$ cat config.mk
export PLATFORM = sky130hd
export DESIGN_NAME = flash_pe_sequencer
export DESIGN_NICKNAME = d
export VERILOG_FILES = /design/src/rtl/flash_seq_pkg.sv /design/src/rtl/fseq_us_prescaler.sv /design/src/rtl/fseq_phase_timer.sv /design/src/rtl/fseq_row_tracker.sv /design/src/rtl/flash_pe_sequencer.sv
export SDC_FILE = /design/constraint.sdc
export NUM_CORES = 1
export LEC_CHECK = 0
export BUFFER_PORTS_ARGS = -buffer_cell sky130_fd_sc_hd__buf_2
export CAP_MARGIN = 30
export CORE_UTILIZATION = 65
export CTS_BUF_LIST = sky130_fd_sc_hd__clkbuf_8
export CTS_CLUSTER_SIZE = 14
export DETAILED_ROUTE_END_ITERATION = 8
export PLACE_DENSITY = 0.86
export SYNTH_ARGS = -nofsm -noshare
export SYNTH_HDL_FRONTEND = slang
export SYNTH_SLANG_ARGS = --single-unit
$ cat constraint.sdc
create_clock -name clk -period 4.93 [get_ports clk]
set_input_delay 0.493 -clock clk [delete_from_list [all_inputs] [get_ports clk]]
set_output_delay 0.493 -clock clk [all_outputs]
set_load 0.02 [all_outputs]
$ cat src/rtl/flash_seq_pkg.sv
package flash_seq_pkg;

    typedef enum logic [1:0] {
        OP_PROG = 2'd0,
        OP_PAGE = 2'd1,
        OP_MASS = 2'd2,
        OP_BAD  = 2'd3
    } fl_op_e;

    typedef enum logic [2:0] {
        S_IDLE,
        S_SETUP,
        S_ARM,
        S_STORE,
        S_PULSE,
        S_PGH,
        S_HOLD,
        S_RECOVER
    } fl_state_e;

endpackage

$ cat src/rtl/fseq_us_prescaler.sv
// Divides the clock into microsecond steps; restart realigns the step grid
// to the first cycle of a new phase.
module fseq_us_prescaler #(
    parameter int DIV_W = 8
) (
    input  logic             clk,
    input  logic             rst_n,
    input  logic             restart,
    input  logic [DIV_W-1:0] div,
    output logic             stb
);
    logic [DIV_W-1:0] cnt;
    logic [DIV_W-1:0] lim;

    assign lim = (div == '0) ? '0 : div - 1'b1;
    assign stb = (cnt == lim);

    always_ff @(posedge clk or negedge rst_n) begin
        if (!rst_n)              cnt <= '0;
        else if (restart || stb) cnt <= '0;
        else                     cnt <= cnt + 1'b1;
    end
endmodule

$ cat src/rtl/fseq_phase_timer.sv
// Counts microsecond steps of the current phase; expire marks its last cycle.
module fseq_phase_timer #(
    parameter int CNT_W = 8
) (
    input  logic             clk,
    input  logic             rst_n,
    input  logic             load,
    input  logic [CNT_W-1:0] load_val,
    input  logic             stb,
    output logic             expire
);
    logic [CNT_W-1:0] remaining;

    assign expire = stb && (remaining <= CNT_W'(1));

    always_ff @(posedge clk or negedge rst_n) begin
        if (!rst_n)                       remaining <= '0;
        else if (load)                    remaining <= load_val;
        else if (stb && remaining != '0)  remaining <= remaining - 1'b1;
    end
endmodule

$ cat src/rtl/fseq_row_tracker.sv
// Per-word written flags and per-row high-voltage totals (in microseconds).
module fseq_row_tracker #(
    parameter int ROWS          = 4,
    parameter int WORDS_PER_ROW = 8,
    parameter int TPROG_US      = 20,
    parameter int HV_LIMIT_US   = 3000,
    localparam int WORDS  = ROWS * WORDS_PER_ROW,
    localparam int ADDR_W = $clog2(WORDS),
    localparam int WORD_W = $clog2(WORDS_PER_ROW),
    localparam int ROW_W  = ADDR_W - WORD_W,
    localparam int HV_W   = $clog2(HV_LIMIT_US + TPROG_US + 1)
) (
    input  logic              clk,
    input  logic              rst_n,
    input  logic [ADDR_W-1:0] addr,
    input  logic              commit_prog,
    input  logic              clear_row,
    input  logic              clear_all,
    output logic              already_prog,
    output logic              over_budget
);
    logic             written [WORDS];
    logic [HV_W-1:0]  hv_used [ROWS];
    logic [ROW_W-1:0] row_idx;

    assign row_idx      = addr[ADDR_W-1:WORD_W];
    assign already_prog = written[addr];
    assign over_budget  = (32'(hv_used[row_idx]) + TPROG_US) > HV_LIMIT_US;

    for (genvar r = 0; r < ROWS; r++) begin : g_row
        always_ff @(posedge clk or negedge rst_n) begin
            if (!rst_n)
                hv_used[r] <= '0;
            else if (clear_all || (clear_row && row_idx == ROW_W'(r)))
                hv_used[r] <= '0;
            else if (commit_prog && row_idx == ROW_W'(r))
                hv_used[r] <= hv_used[r] + HV_W'(TPROG_US);
        end
    end

    for (genvar w = 0; w < WORDS; w++) begin : g_word
        always_ff @(posedge clk or negedge rst_n) begin
            if (!rst_n)
                written[w] <= 1'b0;
            else if (clear_all || (clear_row && row_idx == ROW_W'(w / WORDS_PER_ROW)))
                written[w] <= 1'b0;
            else if (commit_prog && addr == ADDR_W'(w))
                written[w] <= 1'b1;
        end
    end
endmodule

$ cat src/rtl/flash_pe_sequencer.sv
module flash_pe_sequencer
    import flash_seq_pkg::*;
#(
    parameter int ROWS          = 4,
    parameter int WORDS_PER_ROW = 8,
    parameter int DATA_W        = 16,
    parameter int DIV_W         = 8,
    parameter int TNVS_US       = 5,
    parameter int TPGS_US       = 10,
    parameter int TPROG_US      = 20,
    parameter int TERASE_US     = 20000,
    parameter int TME_US        = 100000,
    parameter int TNVH_US       = 5,
    parameter int TNVH1_US      = 100,
    parameter int TRCV_US       = 1,
    parameter int HV_LIMIT_US   = 3000,
    localparam int WORDS  = ROWS * WORDS_PER_ROW,
    localparam int ADDR_W = $clog2(WORDS),
    localparam int CNT_W  = $clog2(TNVS_US + TPGS_US + TPROG_US + TERASE_US + TME_US
                                   + TNVH_US + TNVH1_US + TRCV_US + 1)
) (
    input  logic              clk,
    input  logic              rst_n,
    input  logic [DIV_W-1:0]  tick_div,
    input  logic              start,
    input  logic [1:0]        op,
    input  logic [ADDR_W-1:0] addr,
    input  logic [DATA_W-1:0] wdata,
    output logic              busy,
    output logic              done,
    output logic              err,
    output logic [ADDR_W-1:0] fl_addr,
    output logic [DATA_W-1:0] fl_data,
    output logic              prog_en,
    output logic              erase_en,
    output logic              mass_sel,
    output logic              nvstr,
    output logic              hv_pulse
);
    fl_state_e        state_q, state_d;
    fl_op_e           op_q;
    logic             done_q, err_q;
    logic             us_stb, expire, load;
    logic [CNT_W-1:0] load_val;
    logic             already_prog, over_budget;
    logic             legal, take, refuse, en_any;

    // ---------------- request screening ----------------
    always_comb begin
        unique case (fl_op_e'(op))
            OP_PROG: legal = !already_prog && !over_budget;
            OP_PAGE: legal = 1'b1;
            OP_MASS: legal = 1'b1;
            default: legal = 1'b0;
        endcase
    end

    assign take   = start && (state_q == S_IDLE) && legal;
    assign refuse = start && (state_q == S_IDLE) && !legal;

    fseq_row_tracker #(
        .ROWS          (ROWS),
        .WORDS_PER_ROW (WORDS_PER_ROW),
        .TPROG_US      (TPROG_US),
        .HV_LIMIT_US   (HV_LIMIT_US)
    ) u_rows (
        .clk          (clk),
        .rst_n        (rst_n),
        .addr         (addr),
        .commit_prog  (take && fl_op_e'(op) == OP_PROG),
        .clear_row    (take && fl_op_e'(op) == OP_PAGE),
        .clear_all    (take && fl_op_e'(op) == OP_MASS),
        .already_prog (already_prog),
        .over_budget  (over_budget)
    );

    // ---------------- interval timing ----------------
    assign load = (state_d != state_q);

    always_comb begin
        unique case (state_d)
            S_ARM:     load_val = CNT_W'(TNVS_US);
            S_STORE:   load_val = CNT_W'(TPGS_US);
            S_PULSE:   load_val = (op_q == OP_PROG) ? CNT_W'(TPROG_US) :
                                  (op_q == OP_MASS) ? CNT_W'(TME_US) : CNT_W'(TERASE_US);
            S_HOLD:    load_val = (op_q == OP_MASS) ? CNT_W'(TNVH1_US) : CNT_W'(TNVH_US);
            S_RECOVER: load_val = CNT_W'(TRCV_US);
            default:   load_val = CNT_W'(1);
        endcase
    end

    fseq_us_prescaler #(.DIV_W(DIV_W)) u_pre (
        .clk     (clk),
        .rst_n   (rst_n),
        .restart (load),
        .div     (tick_div),
        .stb     (us_stb)
    );

    fseq_phase_timer #(.CNT_W(CNT_W)) u_tmr (
        .clk      (clk),
        .rst_n    (rst_n),
        .load     (load),
        .load_val (load_val),
        .stb      (us_stb),
        .expire   (expire)
    );

    // ---------------- next state ----------------
    always_comb begin
        state_d = state_q;
        unique case (state_q)
            S_IDLE:    if (take)   state_d = S_SETUP;
            S_SETUP:               state_d = S_ARM;
            S_ARM:     if (expire) state_d = (op_q == OP_PROG) ? S_STORE : S_PULSE;
            S_STORE:   if (expire) state_d = S_PULSE;
            S_PULSE:   if (expire) state_d = S_PGH;
            S_PGH:                 state_d = S_HOLD;
            S_HOLD:    if (expire) state_d = S_RECOVER;
            S_RECOVER: if (expire) state_d = S_IDLE;
            default:               state_d = S_IDLE;
        endcase
    end

    // ---------------- state register ----------------
    always_ff @(posedge clk or negedge rst_n) begin
        if (!rst_n) begin
            state_q <= S_IDLE;
            op_q    <= OP_PROG;
            fl_addr <= '0;
            fl_data <= '0;
            done_q  <= 1'b0;
            err_q   <= 1'b0;
        end else begin
            state_q <= state_d;
            done_q  <= refuse || (state_q == S_RECOVER && expire);
            err_q   <= refuse;
            if (take) begin
                op_q    <= fl_op_e'(op);
                fl_addr <= addr;
                fl_data <= wdata;
            end
        end
    end

    // ---------------- outputs ----------------
    always_comb begin
        busy     = 1'b1;
        en_any   = 1'b0;
        nvstr    = 1'b0;
        hv_pulse = 1'b0;
        unique case (state_q)
            S_IDLE:    busy = 1'b0;
            S_SETUP:   ;
            S_ARM:     en_any = 1'b1;
            S_STORE:   begin en_any = 1'b1; nvstr = 1'b1; end
            S_PULSE:   begin en_any = 1'b1; nvstr = 1'b1; hv_pulse = 1'b1; end
            S_PGH:     begin en_any = 1'b1; nvstr = 1'b1; end
            S_HOLD:    nvstr = 1'b1;
            S_RECOVER: ;
            default:   busy = 1'b0;
        endcase
        prog_en  = en_any && (op_q == OP_PROG);
        erase_en = en_any && (op_q != OP_PROG);
        mass_sel = busy && (op_q == OP_MASS);
        done     = done_q;
        err      = err_q;
    end
endmodule

==> results of run 1 <==
## kinds of logic after synthesis
group / after synthesis
flops: 125
buf+inv: 70
simple gates: 389
xor+xnor: 51
fa+ha+maj: 15
compound gates: 137
mux: 28
## sequential cells by signal, indices dropped and copies added, names as in the netlist
signal	flops
u_rows.written	32
done	1
u_rows.hv_used	40
state_q	3
op_q	2
fl_data	16
err	1
u_tmr.remaining	17
u_pre.cnt	8
fl_addr	5
## through the flow
stage	util [%]	cells	area, um2	total power (W)
2_1_floorplan	-	815	7450	0.00136
3_3_place_gp	71.1	978	7810	0.00144
3_5_place_dp	71.2	979	7820	0.00146
4_1_cts	74.4	1010	8170	0.00227
5_1_grt	74.6	1011	8190	0.00237
6_report	74.7	1013	8200	0.00226
## layer usage
| metal | GRT usage [%] | vias to the layer above | wire [um] |
|---|---|---|---|
| met3 | 8.01 | 49 | 1180 |
| met2 | 54.8 | 292 | 9070 |
| met1 | 42.1 | 3196 | 7430 |
| met4 | 14.5 | 0 | 446 |
| met5 | 0 | - | 0 |
| li1 | - | 2991 | - |
## synth_stat cells, types with 5 or more instances
cell type	count	share of area, %
o22ai_1	8	0.67
clkbuf_1	33	1.7
nand3_1	32	2.2
xor2_1	17	2.0
mux4_2	20	6.0
o21ai_0	19	1.3
dfrtp_1	125	42
a21oi_1	23	1.5
xnor2_1	34	4.0
and3_1	15	1.3
and3b_1	5	0.59
and2_1	11	0.92
o21a_1	14	1.4
ha_1	15	2.5
or3_1	9	0.76
buf_2	5	0.34
nor4_1	11	0.92
nand2_1	100	5.0
mux2i_1	5	0.67
a21o_1	6	0.60
inv_1	22	1.1
nor2b_1	5	0.42
nand2b_1	8	0.67
buf_1	6	0.30
or4_1	7	0.71
nor3b_1	8	0.81
nor2_1	118	5.9
nor3_1	28	1.9
or2_2	8	0.67
nand4_1	10	0.84
a31oi_1	25	2.1
## area by class of cell
class / instances / share of cell area, %
well taps: 140 / 2.14
repair buffers: 73 / 5.02
clock buffers: 18 / 3.02
flip-flops and latches: 125 / 38.2
diodes: 2 / 0.0610
multi-input cells: 620 / 49.4
clock inverters: 13 / 1.25
inverters: 22 / 1.01
## power breakdown
group          switching (W)  internal, W  leakage, nW
combinational       0.000191     0.000132         1.98
clock               0.000413     0.000402        0.189
sequential         0.0000602      0.00107         1.71
total               0.000664      0.00160         3.88
## worst max path at each step
stage	from	end	slack [ns]	cells after the start
2_1_floorplan	tick_div[0]	u_tmr.remaining[1]	1.16	13
3_3_place_gp	addr[3]	u_rows.hv_used[21]	0.86	11
3_5_place_dp	addr[3]	u_rows.written[7]	0.69	11
4_1_cts	u_rows.hv_used[15]	u_rows.written[7]	0.94	10
5_1_grt	u_rows.hv_used[15]	u_rows.written[6]	0.66	10
6_report	u_rows.hv_used[15]	u_rows.written[7]	0.86	10
==> flow_summary.ini, run 1 <==
[logic_synthesis]
synthMuxAreaShare_pct = 7.18
synth_fp_nets = 864
synth_seq_area_share_pct = 42.0
netlist_area_mm2 = 0.00745
syn_area_per_cell_um2 = 9.14
synth_xor_area_share_pct = 6.00
yosysWarningCount = 0
synth_compound_area_share_pct = 12.9
ys_async_sr_fraction_pct = 100
synthCells = 815
synthSimpleGateAreaFrac_pct = 25.5
ys_ff_latch = 125
synth_top_flop_cell = dfrtp_1
synthAdderAreaFrac_pct = 2.52
synth_top_family_by_area = simple AND/OR/NAND/NOR gates
synth_edf_count = 0
yosysUniqueCellTypes = 69

[critical_path]
cp_data_arrival_time_ns = 4.38
reg2reg_to = u_rows.written[7]
path_class = reg -> reg
r2r_setup_slack_ns = 0.86
crit_path_cell_trace = mux4_2 > ha_1 > or2_2 > a221oi_1 > o32ai_1 > a21oi_1 > o41a_1 > nand2_1 > nand2_1 > nor2_1
required_ns = 5.25
critPathMostFrequentCell = nand2_1
worst-path-buf-inv = 0
max_stage_delay_ns = 0.63
crit_fanout = 15
r2r-start = u_rows.hv_used[15]
worst-r2r-cell-count = 10
cp_top_family = compound AO/OA/AOI/OAI gates
crit_slowest_cell = o41a_1
worst_setup_path_start_kind = register
end_kind = register

[floorplanning]
io_pins = 63
die_width_um = 109
die_y_um = 109
core-area_mm2 = 0.0110
row_count = 38
dieArea_mm2 = 0.0119
initial_core_util_pct = 67.8

[routing]
wl_per_cell_um = 17.9
drt_iter0_markers = 599
drc = 0
ant_nets = 0
wl_um = 18100
vias = 6528
firstDrtPassIters = 5
vias_per_cell = 6.44

[min_path]
hp-class = in -> async

[timing]
fin_crit_ns = 4.07
tightestPinTransition_ns = 0.814
clock_skew_ns = 0.0133
hold_violations = 0
drv_slew = 0
finalCritPeriodShare_pct = 82.5
setup_slack_ns = 0.862
max_freq_ghz = 0.246
max_slew_margin_pct = 45.0
rsz0062_at_grt = no
setup_tns_ns = 0
final-setup-viol-count = 0
hold_ws_ns = 0.0147

[clocking]
cts_root_buf = clkbuf_8
cts_sinks = 125
insertion_delay_ns = 0.46
cts_buffers = 17
h-tree-depth = 4
cts_hold_buf = 0
cts_setup_buffers = 0
clk_transition_reported_paths_ns = 0.07
tritoncts = done
cts_buffer_depth = 2
cts_resized = 0

[cells_and_area]
mostFrequentLayoutCells = dfrtp_1 (125), nor2_1 (117), nand2_1 (100), buf_2 (61), xnor2_1 (34)
area_growth_pct = 10.1
seq_area_mm2 = 0.00313
final_nets = 908
final_common_cell = dfrtp_1
n_fill_cell = 768
multiInputGateArea_mm2 = 0.00405
drive_gt1_share_pct = 16.8

[outcome]
status = complete, no violations

[global_routing]
grt_pass1_vias = 6425
grt_max_degree = 80
grt_pass1_wl_um = 30200
grt_usage_pct = 33.4
antenna_found_initial = 0
gr-total-overflow = 0

[flow_run]
drv_cap = 0

[placed_design]
dpl_worst_slack_ns = 0.686
hpwl_um = 12600
io_buffers = 62
finalWeightedCongestion = 0.942

[pwr]
power.leakage_nw = 3.88
power.density_mw_per_mm2 = 276
ir_drop_mv = 0.280
(Power assumes the default switching activity.)
==> run 2, diff against run 1 <==
Settings changed: CORE_UTILIZATION 65 to 62, PLACE_DENSITY 0.86 to 0.82.
Clock period 4.93 ns to 4.15 ns, I/O delays scaled along.
==> flow_summary.ini, run 2 (same netlist as run 1, synthesis figures left out) <==
[clocking]
tritoncts = done
cts_root_buf = clkbuf_8
cts_setup_buffers = 0
cts_sinks = 125
insertion_delay_ns = 0.44
h-tree-depth = 4
clk_transition_reported_paths_ns = 0.07
cts_resized = 0
cts_buffers = 17
cts_buffer_depth = 2
cts_hold_buf = 0

[pwr]
p_int_w = 0.00213
ir_drop_mv = 0.389
power.density_mw_per_mm2 = 348
swShare_pct = 26.5
combPwrFrac_pct = 13.4
power.leakage_nw = 3.94
clkPwrFrac_pct = 40.5
seq_power_share_pct = 46.1
p_sw_w = 0.000769

[global_routing]
gr-total-overflow = 0
antenna_found_initial = 0
grt_pass1_vias = 6172
grt_max_degree = 69
grt_usage_pct = 29.7
grt_pass1_wl_um = 29400

[floorplanning]
initial_core_util_pct = 64.4
core-area_mm2 = 0.0116
io_pins = 63
die_y_um = 112
dieArea_mm2 = 0.0125
row_count = 39
die_width_um = 112

[critical_path]
r2r-start = u_rows.hv_used[15]
reg2reg_to = u_rows.hv_used[21]
critPathMostFrequentCell = a21oi_1
max_stage_delay_ns = 0.54
path_class = reg -> reg
crit_path_cell_trace = mux4_2 > ha_1 > or2_2 > a221oi_1 > o32ai_1 > a21oi_1 > o41a_1 > buf_4 > nand3_1 > or3_1 > a21oi_1
worst_setup_path_start_kind = register
worst-r2r-cell-count = 11
r2r_setup_slack_ns = 0.55
cp_top_family = compound AO/OA/AOI/OAI gates
required_ns = 4.50
crit_slowest_cell = mux4_2
startpoint = u_rows.hv_used[15]
crit_fanout = 12
worst-path-buf-inv = 1
end_kind = register
cp_data_arrival_time_ns = 3.95

[cells_and_area]
area_growth_pct = 11.9
mostFrequentLayoutCells = dfrtp_1 (125), nor2_1 (117), nand2_1 (100), buf_2 (61), xnor2_1 (34)
finalInstanceArea_mm2 = 0.00834
final_nets = 916
drive_gt1_share_pct = 17.7
layout.cells.non_filler = 1023
final_common_cell = dfrtp_1
reg_top3 = u_rows.hv_used x40, u_rows.written x32, u_tmr.remaining x17
regMostFlops = u_rows.hv_used
largest_reg_flops = 40
n_fill_cell = 840
utilization_pct = 72.1

[outcome]
violations = design-rule violations
status = finished, violations left

[timing]
tightestPinTransition_ns = 0.838
fin_crit_ns = 3.60
drv_slew = 0
rsz0062_at_grt = no
final-setup-viol-count = 0
setup_tns_ns = 0
setup_slack_ns = 0.552
clock_skew_ns = 0.0142
hold_violations = 0
max_slew_margin_pct = 43.3
max_freq_ghz = 0.278
finalCritPeriodShare_pct = 86.7

[placed_design]
place_area_mm2 = 0.00789
numPlacedInstances = 991
io_buffers = 62
finalWeightedCongestion = 0.901
hpwl_um = 12600
dpl_worst_slack_ns = 0.182

[routing]
vias = 6445
vias_per_cell = 6.30
firstDrtPassIters = 8
wl_per_cell_um = 17.1
drc = 12
ant_nets = 0
drt_iter0_markers = 529
wl_um = 17500

[flow_run]
drv_cap = 0

[min_path]
hp-class = in -> async
[run 2: cell count changes in the layout (fill, tap and decap cells not counted), sizes merged]
cell    before  now
buf         73   81
bufinv       1    4
clkbuf      18   20
inv         27   23
diode        2    1
clkinv       5    4
[run 2: how the worst max path moves through the flow]
stage	end	slack, ns	depth (start not counted)
finish	u_rows.hv_used[21]	0.55	11
global route	u_tmr.remaining[7]	0.29	13
CTS	u_rows.hv_used[21]	0.61	11
detailed placement	u_tmr.remaining[7]	0.18	13
global placement	u_tmr.remaining[7]	0.27	13
floorplan	u_tmr.remaining[1]	0.46	13
[run 2: metrics by stage]
stage / hold WS, ns / power [W]
floorplan: 0.119 / 0.00162
global placement: 0.453 / 0.00172
detailed placement: 0.458 / 0.00174
CTS: 0.106 / 0.00291
global route: 0.134 / 0.00302
finish: 0.0814 / 0.00290
[run 2: worst register-to-register path: stages (launching register included)]
cell	delay (ns)
dfrtp_1	0.45
mux4_2	0.54
ha_1	0.27
or2_2	0.33
a221oi_1	0.29
o32ai_1	0.13
a21oi_1	0.21
o41a_1	0.28
buf_4	0.22
nand3_1	0.20
or3_1	0.43
a21oi_1	0.17
[run 2: routing by layer]
layer	share of wire, %	vias up	global-route usage [%]
met5	0	-	0
met1	43	3154	39.0
met3	6.0	44	6.97
li1	-	3008	-
met2	48	239	47.6
met4	2.2	0	12.6
[run 2: area by class of cell]
type | instances | area, um2 | share of cell area (%)
clock buffers | 20 | 275 | 3.30
well taps | 143 | 179 | 2.15
repair buffers | 81 | 455 | 5.46
diodes | 1 | 2.50 | 0.0300
flip-flops and latches | 125 | 3130 | 37.5
clock inverters | 11 | 166 | 2.00
inverters | 22 | 82.6 | 0.991
multi-input cells | 620 | 4050 | 48.5
[run 2: power by group through the flow]
stage	Combinational, W	Clock, W	Sequential [W]
after floorplan	0.000275	0	0.00134
after global placement	0.000368	0	0.00136
after detailed placement	0.000384	0	0.00136
after CTS	0.000388	0.00119	0.00134
after global routing	0.000431	0.00124	0.00134
final	0.000388	0.00117	0.00134
==> run 3, diff against run 2 <==
Settings changed: CAP_MARGIN 30 to 20, REMOVE_ABC_BUFFERS set to 1, SYNTH_HIERARCHICAL set to 1.
==> flow_summary.ini, run 3 <==
[timing]
finalCritPeriodShare_pct = 93.5
tightestPinTransition_ns = 0.820
setup_slack_ns = 0.269
max_slew_margin_pct = 45.3
rsz0062_at_grt = no
final-setup-viol-count = 0
fin_crit_ns = 3.88
max_freq_ghz = 0.258
hold_violations = 0
drv_slew = 0
clock_skew_ns = 0.0112

[floorplanning]
io_pins = 63
row_count = 39
core-area_mm2 = 0.0115
dieArea_mm2 = 0.0123
initial_core_util_pct = 64.0
die_y_um = 111
die_width_um = 111

[logic_synthesis]
synth_edf_count = 0
ys_ff_latch = 125
yosysUniqueCellTypes = 75
synthSimpleGateAreaFrac_pct = 21.2
netlist_area_mm2 = 0.00734
ys_async_sr_fraction_pct = 100
netlist_top_cells_area = dfrtp_1 (43%), nor2_1 (5.3%), mux4_2 (4.9%)
synthTopCellsByCount = dfrtp_1 (125), nor2_1 (104), a21oi_1 (39)
synth_xor_area_share_pct = 5.37
synth_compound_area_share_pct = 13.0
synthCells = 725
synth.top_cell.area_share_pct = 42.6
yosysWarningCount = 6
synth_top_family_by_area = simple AND/OR/NAND/NOR gates
synth_top_flop_cell = dfrtp_1
yosysMostFrequentCell = dfrtp_1
syn_area_per_cell_um2 = 10.1
synthMuxAreaShare_pct = 11.6
synthAdderAreaFrac_pct = 2.56
synth_largest_area_cell = dfrtp_1
synth_seq_area_share_pct = 42.6

[critical_path]
required_ns = 4.53
worst_setup_path_start_kind = register
worst-r2r-cell-count = 18
cp_data_arrival_time_ns = 4.26
r2r-start = u_rows/hv_used[3]
path_class = reg -> reg
r2r_setup_slack_ns = 0.27
end_kind = register
crit_fanout = 6
reg2reg_to = u_rows/hv_used[30]

[global_routing]
grt_max_degree = 64
gr-total-overflow = 0
grt_usage_pct = 29.5
grt_pass1_vias = 5930
antenna_found_initial = 1
grt_pass1_wl_um = 28800

[routing]
firstDrtPassIters = 7
wl_um = 17200
drc = 0
drt_iter0_markers = 513
vias = 6187
ant_nets = 0
vias_per_cell = 6.35
wl_per_cell_um = 17.7

[cells_and_area]
multiInputGateArea_mm2 = 0.00400
area_growth_pct = 14.6
reg_top3 = u_rows/hv_used x40, u_rows/written x32, u_tmr/remaining x17
largest_reg_flops = 40
n_antenna_cell = 0
utilization_pct = 73.4
seq_area_mm2 = 0.00313
drive_gt1_share_pct = 24.6
final_nets = 868
finalInstanceArea_mm2 = 0.00842
n_fill_cell = 790
final_common_cell = dfrtp_1
layout.cells.non_filler = 975
regMostFlops = u_rows/hv_used
mostFrequentLayoutCells = dfrtp_1 (125), nor2_1 (103), buf_2 (61), buf_4 (41), a21oi_1 (38)

[placed_design]
io_buffers = 62
numPlacedInstances = 943
hpwl_um = 12300
place_area_mm2 = 0.00801
finalWeightedCongestion = 0.878
dpl_worst_slack_ns = -0.311

[clocking]
clk_transition_reported_paths_ns = 0.08
tritoncts = done
cts_sinks = 125
cts_hold_buf = 0
cts_setup_buffers = 0
cts_root_buf = clkbuf_8
cts_buffers = 17
insertion_delay_ns = 0.46
h-tree-depth = 4
cts_buffer_depth = 2

[pwr]
ir_drop_mv = 0.308
swShare_pct = 30.9
power.density_mw_per_mm2 = 339
clkPwrFrac_pct = 35.1
power.leakage_nw = 4.02
p_int_w = 0.00197
combPwrFrac_pct = 15.8
total_power_w = 0.00285
seq_power_share_pct = 49.0
p_sw_w = 0.000881

[outcome]
status = complete, no violations

[min_path]
hp-class = in -> async

[flow_run]
drv_cap = 0
-- run 3: changes by cell type in the layout (fill, tap and decap cells not counted), sizes merged, moves of 11 or more --
| cell | delta |
|---|---|
| nand2 | -66 |
| buf | +23 |
| mux2 | +21 |
| nand3 | -18 |
| a21oi | +17 |
| nor3 | -17 |
| nor2 | -14 |
| nor2b | +11 |
-- run 3: area by class of cell --
| cell class | count | share of cell area, % |
|---|---|---|
| clock buffers | 17 | 2.78 |
| clock inverters | 15 | 1.64 |
| inverters | 24 | 1.07 |
| multi-input cells | 547 | 47.5 |
| flip-flops and latches | 125 | 37.2 |
| well taps | 143 | 2.13 |
| repair buffers | 104 | 7.76 |
-- run 3: power groups by stage --
stage	clock, W	sequential [W]	combinational, W
finish	0.00100	0.00140	0.000452
global route	0.00108	0.00141	0.000498
CTS	0.00102	0.00139	0.000449
detailed placement	0	0.00141	0.000447
global placement	0	0.00141	0.000427
floorplan	0	0.00139	0.000272
-- run 3: kinds of logic after synthesis --
| kind of cell | count (synthesis) |
|---|---|
| AOI/OAI and AO/OA | 144 |
| xor gates and xnor gates | 45 |
| adders and majority gates | 15 |
| buffers and inverters | 55 |
| DFF | 125 |
| muxes | 49 |
| other | 1 |
| and+or+nand+nor | 291 |
-- run 3: critical path: stages (launching register included) --
cell and delay [ns]:
dfrtp_1 0.43, mux4_2 0.51, buf_4 0.17, inv_1 0.05, ha_1 0.13, nor2_1 0.04
and3b_1 0.17, o21a_1 0.17, a2111oi_2 0.20, a311oi_1 0.09, or3b_1 0.41, a21oi_2 0.18
and3_1 0.20, buf_4 0.15, nand3b_1 0.13, o21bai_1 0.25, or2_2 0.31, xor2_1 0.14
nor2_1 0.09
-- run 3: worst max path at each step --
stage	start	endpoint	slack, ns
after floorplan	tick_div[2]	u_tmr/remaining[3]	-1.02
after global placement	addr[3]	u_rows/hv_used[46]	-0.04
after detailed placement	addr[3]	u_rows/hv_used[43]	-0.31
after CTS	u_rows/hv_used[14]	u_rows/hv_used[43]	0.03
after global routing	u_rows/hv_used[3]	u_rows/hv_used[35]	0.01
final	u_rows/hv_used[3]	u_rows/hv_used[30]	0.27
-- run 3: metal layers --
layer  track usage, %  up-vias  wire length [um]
met5                0        -                12
met4             11.6        2               411
met3             7.22       42              1100
met2             48.4      262              8510
met1             37.9     3046              7210
li1                 -     2835                 -
-- run 3: metrics by stage --
step / setup TNS (ns) / hold slack, ns
detailed placement: -6.01 / 0.485
finish: 0 / 0.0437
global placement: -0.146 / 0.472
global route: 0 / 0.0900
CTS: 0 / 0.0712
floorplan: -19.35 / 0.119
-- run 3: what timing repair did --
item	in CTS	in global routing
setup endpoints to repair	0	43
endpoints found under the hold margin	0	0
resized for setup	0	8
